File: src/rtl/booth_mul_pkg.sv
package booth_mul_pkg;

  // Selection produced by one radix-4 digit
  typedef struct packed {
    logic neg;   // digit is negative
    logic one;   // magnitude 1
    logic two;   // magnitude 2
  } booth_sel_t;

  // Recode the overlapping triple {b[2i+1], b[2i], b[2i-1]}
  function automatic booth_sel_t booth_decode(input logic [2:0] grp);
    booth_sel_t s;
    s.one = grp[1] ^ grp[0];
    s.two = (grp[2] & ~grp[1] & ~grp[0]) | (~grp[2] & grp[1] & grp[0]);
    s.neg = grp[2] & ~(grp[1] & grp[0]);
    return s;
  endfunction

endpackage

File: src/rtl/booth_pp_gen.sv
module booth_pp_gen
  import booth_mul_pkg::*;
#(
  parameter int A_W  = 12,
  parameter int B_W  = 9,
  localparam int W    = A_W + B_W,
  localparam int BE   = B_W + (B_W % 2),
  localparam int NPP  = BE / 2,
  localparam int ROWS = NPP + 1
) (
  input  logic [A_W-1:0]             a_in,
  input  logic [B_W-1:0]             b_in,
  output logic [ROWS-1:0][W-1:0]     rows
);

  logic [W-1:0]  a_ext;
  logic [W-1:0]  a_dbl;
  logic [BE-1:0] b_ext;
  logic [BE:0]   b_grp;   // b_ext with a zero below bit 0
  logic [W-1:0]  corr;    // +1 injections for negated rows

  assign a_ext = W'($signed(a_in));
  assign a_dbl = a_ext << 1;
  assign b_ext = BE'($signed(b_in));
  assign b_grp = {b_ext, 1'b0};

  for (genvar i = 0; i < NPP; i++) begin : g_digit
    booth_sel_t   sel;
    logic [W-1:0] mag;
    assign sel = booth_decode(b_grp[2*i+2 : 2*i]);
    assign mag = sel.one ? a_ext : (sel.two ? a_dbl : '0);
    assign rows[i] = (sel.neg ? ~mag : mag) << (2*i);
    assign corr[2*i]   = sel.neg;
    assign corr[2*i+1] = 1'b0;
  end

  assign corr[W-1:BE] = '0;
  assign rows[NPP]    = corr;

endmodule

File: src/rtl/csa_tree.sv
module csa_tree #(
  parameter int W    = 21,
  parameter int ROWS = 6
) (
  input  logic [ROWS-1:0][W-1:0] rows_in,
  output logic [W-1:0]           sum_w,
  output logic [W-1:0]           carry_w
);

  localparam int NGRP = ROWS / 3;

  logic [ROWS-1:0][W-1:0] cur;
  logic [ROWS-1:0][W-1:0] nxt;

  // Each level replaces every full group of three rows by a sum row and a
  // carry row (one full adder per bit); leftover rows pass to the next level.
  always_comb begin
    int cnt;
    int ng;
    int rm;
    cur = rows_in;
    nxt = '0;
    cnt = ROWS;
    for (int l = 0; l < ROWS; l++) begin
      if (cnt > 2) begin
        ng  = cnt / 3;
        rm  = cnt % 3;
        nxt = '0;
        for (int g = 0; g < NGRP; g++) begin
          if (g < ng) begin
            nxt[2*g]   = cur[3*g] ^ cur[3*g+1] ^ cur[3*g+2];
            nxt[2*g+1] = ((cur[3*g] & cur[3*g+1]) | (cur[3*g] & cur[3*g+2]) |
                          (cur[3*g+1] & cur[3*g+2])) << 1;
          end
        end
        for (int k = 0; k < 2; k++) begin
          if (k < rm) nxt[2*ng+k] = cur[3*ng+k];
        end
        cur = nxt;
        cnt = 2*ng + rm;
      end
    end
  end

  assign sum_w   = cur[0];
  assign carry_w = cur[1];

endmodule

File: src/rtl/bk_adder.sv
module bk_adder #(
  parameter int W = 21,
  localparam int LOG = $clog2(W),
  localparam int TOP = (LOG >= 2) ? (1 << (LOG - 2)) : 0
) (
  input  logic [W-1:0] x,
  input  logic [W-1:0] y,
  output logic [W-1:0] s
);

  logic [W-1:0] prop0;
  logic [W-1:0] gp;   // group generate, prefix from bit 0 after both sweeps
  logic [W-1:0] pp;

  assign prop0 = x ^ y;

  always_comb begin
    gp = x & y;
    pp = prop0;
    // up-sweep: spans of 2d ending at i = k*2d - 1
    for (int d = 1; d < W; d = d * 2) begin
      for (int i = 0; i < W; i++) begin
        if ((i + 1) % (2 * d) == 0) begin
          gp[i] = gp[i] | (pp[i] & gp[i-d]);
          pp[i] = pp[i] & pp[i-d];
        end
      end
    end
    // down-sweep: fill the remaining prefixes
    for (int d = TOP; d > 0; d = d / 2) begin
      for (int i = 0; i < W; i++) begin
        if (((i + 1) % (2 * d) == d) && (i + 1 > d)) begin
          gp[i] = gp[i] | (pp[i] & gp[i-d]);
          pp[i] = pp[i] & pp[i-d];
        end
      end
    end
  end

  assign s = prop0 ^ {gp[W-2:0], 1'b0};

endmodule

File: src/rtl/booth_mul.sv
module booth_mul #(
  parameter int A_W    = 12,
  parameter int B_W    = 9,
  parameter int STAGES = 1,
  localparam int W     = A_W + B_W,
  localparam int BE    = B_W + (B_W % 2),
  localparam int ROWS  = BE / 2 + 1
) (
  input  logic           clk,
  input  logic           rst,
  input  logic [A_W-1:0] a_in,
  input  logic [B_W-1:0] b_in,
  output logic [W-1:0]   prod
);

  logic [ROWS-1:0][W-1:0] pp_rows;
  logic [W-1:0] tree_sum;
  logic [W-1:0] tree_carry;
  logic [W-1:0] mid_sum;
  logic [W-1:0] mid_carry;
  logic [W-1:0] add_out;

  booth_pp_gen #(.A_W(A_W), .B_W(B_W)) u_pp (
    .a_in (a_in),
    .b_in (b_in),
    .rows (pp_rows)
  );

  csa_tree #(.W(W), .ROWS(ROWS)) u_tree (
    .rows_in (pp_rows),
    .sum_w   (tree_sum),
    .carry_w (tree_carry)
  );

  if (STAGES >= 1) begin : g_mid_reg
    always_ff @(posedge clk) begin
      if (rst) begin
        mid_sum   <= '0;
        mid_carry <= '0;
      end else begin
        mid_sum   <= tree_sum;
        mid_carry <= tree_carry;
      end
    end
  end else begin : g_mid_wire
    assign mid_sum   = tree_sum;
    assign mid_carry = tree_carry;
  end

  bk_adder #(.W(W)) u_add (
    .x (mid_sum),
    .y (mid_carry),
    .s (add_out)
  );

  if (STAGES >= 2) begin : g_out_reg
    always_ff @(posedge clk) begin
      if (rst) prod <= '0;
      else     prod <= add_out;
    end
  end else begin : g_out_wire
    assign prod = add_out;
  end

endmodule

File: config.mk
export PLATFORM = sky130hd
export DESIGN_NAME = booth_mul
export DESIGN_NICKNAME = d
export VERILOG_FILES = /design/src/rtl/booth_mul_pkg.sv /design/src/rtl/booth_pp_gen.sv /design/src/rtl/csa_tree.sv /design/src/rtl/bk_adder.sv /design/src/rtl/booth_mul.sv
export SDC_FILE = /design/constraint.sdc
export NUM_CORES = 1
export LEC_CHECK = 0
export BUFFER_PORTS_ARGS = -buffer_cell sky130_fd_sc_hd__buf_2
export CORE_ASPECT_RATIO = 0.6
export CORE_MARGIN = 2
export CORE_UTILIZATION = 40
export DETAILED_ROUTE_END_ITERATION = 7
export GPL_TIMING_DRIVEN = 0
export SYNTH_ARGS = -nofsm -noshare
export SYNTH_HDL_FRONTEND = slang
export SYNTH_SLANG_ARGS = --single-unit
export TNS_END_PERCENT = 100
File: constraint.sdc
create_clock -name clk -period 5.4 [get_ports clk]
set_clock_uncertainty 0.1 [all_clocks]
set_input_delay 1.35 -clock clk [delete_from_list [all_inputs] [get_ports clk]]
set_output_delay 1.35 -clock clk [all_outputs]
set_load 0.02 [all_outputs]
==> flow_summary.yaml <==
outcome:
  outcome: "complete, no violations"
clocking:
  clock_tree_sinks: 39
  cts.htree.levels: 2
  post_cts.repair.setup_buffers: 0
  ctsHoldBuffers: 0
  clock_tree_from_tritoncts: "done"
  clk_root_buffer_cell: "clkbuf_16"
  tritoncts_buffer_count: 5
  cts_max_path_buffers: 2
  clkSlewWorstSetupHoldPaths_ns: 0.06
  cts_resized: 0
timing:
  final_min_period_over_clock_period_pct: 83.9
  setup_viol_count_final: 0
  timing.slew.headroom_pct: 53.5
  unrepaired_setup_endpoints_after_global_routing: "no"
  worstMarginPinSlew_ns: 0.698
  drv_slew: 0
  finalWorstPathRequiredPeriod_ns: 4.53
  setup_tns_after_final_layout_ns: 0
  timing.fmax_ghz: 0.221
  final-hold-violation-count: 0
  post-route-worst-setup-slack_ns: 0.871
min_path:
  worstHoldPathCells: 2
  hold_class: "input pin to flop"
  holdCritStartpoint: "rst"
  timing.hold.worst_endpoint: "mid_sum[20]"
route:
  dr.pass1.iters: 5
  post_drt_wl_per_cell_um: 15.1
  antenna_violating_nets_post_route: 0
  drt_drc_violations_left: 0
  drt_first_iter_violations: 243
  vias: 3386
  totalWireLength_um: 10400
  post_drt_via_cell_ratio: 4.93
job:
  maxcap_violations: 0
floorplan:
  floorplan.die_area_mm2: 0.0123
  core_region_area_mm2: 0.0112
  initial_standard_cell_utilization_of_the_core_pct: 40.8
  num_io_pins: 44
  num_rows: 30
  dieWidth_um: 142
  chipHeight_um: 86.7
power:
  power.share.combinational_pct: 65.1
  power_leakage_uw: 0.00231
  seqPwrFrac_pct: 20.9
  vdd.ir_drop.worst_v: 0.000159
  clock_power_share_pct: 14.0
  internal-power_uw: 1160
  p_sw_uw: 922
  power-per-cell-area_mw_per_mm2: 412
  switching_portion_of_total_power_pct: 44.3
logic_synthesis:
  postSynth.asyncResetShare_pct: 0
  synthesis.area_mm2: 0.00456
  ys_warn_count: 0
  synth.yosys.seq_area_share_pct: 17.1
  syn-num-nets: 609
  synth_enable_flop_cells: 0
  synth_seq_cells: 39
  synthDistinctLibCells: 45
  synth_ff_type: "dfxtp_1"
  syn_avg_cell_area_um2: 9.14
  syn_inst: 499
global_routing:
  groute.layer.met2.usage_pct: 25.5
  globalRouteMet1Util_pct: 29.3
  grt_start_max_net_pins: 13
  grtUsageMet3_pct: 2.93
  antenna_violations_before_repair: 0
  globalRouteOverflowTotal: 0
  grt_pass1_wl_um: 17500
  grt.total_usage_pct: 18.3
  via_count_of_the_first_global_routing_pass: 3395
  grt.busiest_layer: "met1"
worst_setup_path:
  worst_ep_required_time_ns: 5.46
  cp_slowest_stage_delay_ns: 0.61
  worst_setup_path_end_kind: "flop"
  cp-start-kind: "input pin"
  crit_path_max_fanout: 10
  worst_path_class_setup: "input pin to flop"
  slowest_stage: "fa_1"
  cp_data_arrival_time_ns: 4.59
  worstPathCellList: "buf_2, ha_1, clkbuf_1, or3_1, clkbuf_1, nand2_1, xnor2_1, ha_1, fa_1, fa_1, nor2b_1"
placed_design:
  place_inst: 679
  preCtsSetupSlack_ns: 0.612
  buffer_ports.inserted: 36
  placedInstanceArea_mm2: 0.00492
  routabilityCongestion: 0.887
  dpl.hpwl_um: 8790
final_layout:
  post_route_cell_area_mm2: 0.00506
  antenna-diode-count: 0
  final_layout_size_suffix_gt1_share_pct: 14.5
  stdcell_count: 687
  synthToLayoutAreaGrowth_pct: 11.0
  layout.nets: 652
## sequential cells by signal, summed over array words and instances, names as in the netlist
signal / count
mid_sum: 21
mid_carry: 18
## cell families (layout without fill, tap and decap cells)
| kind of cell | Yosys count | after routing | share of synthesized area (%) |
|---|---|---|---|
| and+or+nand+nor | 130 | 130 | 15.7 |
| adders and majority gates | 92 | 92 | 32.2 |
| xor gates and xnor gates | 79 | 79 | 15.7 |
| buffers and inverters | 76 | 120 | 7.11 |
| AOI/OAI and AO/OA | 72 | 72 | 9.55 |
| DFF | 39 | 39 | 17.1 |
| muxes | 11 | 11 | 2.72 |
## layout by cell type, fill, tap and decap left out, drive strengths merged, types with 14 or more instances in the layout
master,n
a21oi,23
buf,47
clkbuf,28
dfxtp,39
fa,43
ha,44
inv,43
nand2,45
nand2b,16
nor2b,41
o21ai,22
xnor2,65
xor2,14
## power groups by stage
stage	Clock, uW	Sequential (uW)	Combinational, uW
2_1_floorplan	0	430	1030
3_3_place_gp	0	441	1340
3_5_place_dp	0	443	1370
4_1_cts	295	437	1370
5_1_grt	311	449	1550
6_report	291	436	1360
## through the flow
stage | hold WS [ns] | total power (uW) | utilization (%)
6_report | 1.35 | 2080 | 45.2
5_1_grt | 1.37 | 2320 | 45.2
3_5_place_dp | 1.65 | 1810 | 44.0
4_1_cts | 1.35 | 2100 | 45.2
2_1_floorplan | 1.38 | 1460 | -
3_3_place_gp | 1.65 | 1780 | 44.0
## routing by layer
metal	vias up	part of all wire, %
met5	-	0
met4	0	0.85
met2	93	37
met3	7	8.4
li1	1691	-
met1	1595	54
## final cells by class
type                            instances  area, um2
Buffer                                 33        163
Inverter                               43        161
Multi-Input combinational cell        384       3450
Clock buffer                            6        129
Tap cell                              144        180
Fill cell                            1105       6120
Sequential cell                        39        781
Clock inverter                          2       12.5
Timing Repair Buffer                   36        180
## worst max-delay path: cells and delay by family
| family | cells | cell delay, ns |
|---|---|---|
| adders and majority gates | 4 | 1.60 |
| xor gates and xnor gates | 1 | 0.20 |
| and+or+nand+nor | 3 | 0.52 |
| buffers and inverters | 3 | 0.92 |
## how the worst max path moves through the flow
stage | from | endpoint | slack, ns
final | b_in[5] | mid_sum[14] | 0.87
after global routing | b_in[3] | mid_sum[10] | 0.66
after CTS | b_in[5] | mid_sum[14] | 0.90
after detailed placement | b_in[5] | mid_sum[14] | 0.61
after global placement | b_in[5] | mid_sum[14] | 0.66
after floorplan | b_in[3] | mid_sum[7] | 1.05
## Yosys cell counts (all sizes together) (2+ instances only)
cell type,count,area (um2)
maj3,5,55.1
nand2,45,194
mux2,11,124
fa,43,861
a21oi,23,119
nor2b,41,257
xnor2,65,584
a22oi,11,82.6
and2,2,12.5
nor3b,3,22.5
nand3,4,20.0
clkbuf,22,82.6
xor2,14,130
inv,43,161
nand2b,16,100
or3,2,17.5
a21o,9,67.6
dfxtp,39,781
ha,44,551
buf,11,80.1
a31oi,2,12.5
nor3,3,15.0
nor2,8,30.0
o21ai,22,110
No activity file was read; power rests on OpenSTA's default activity.
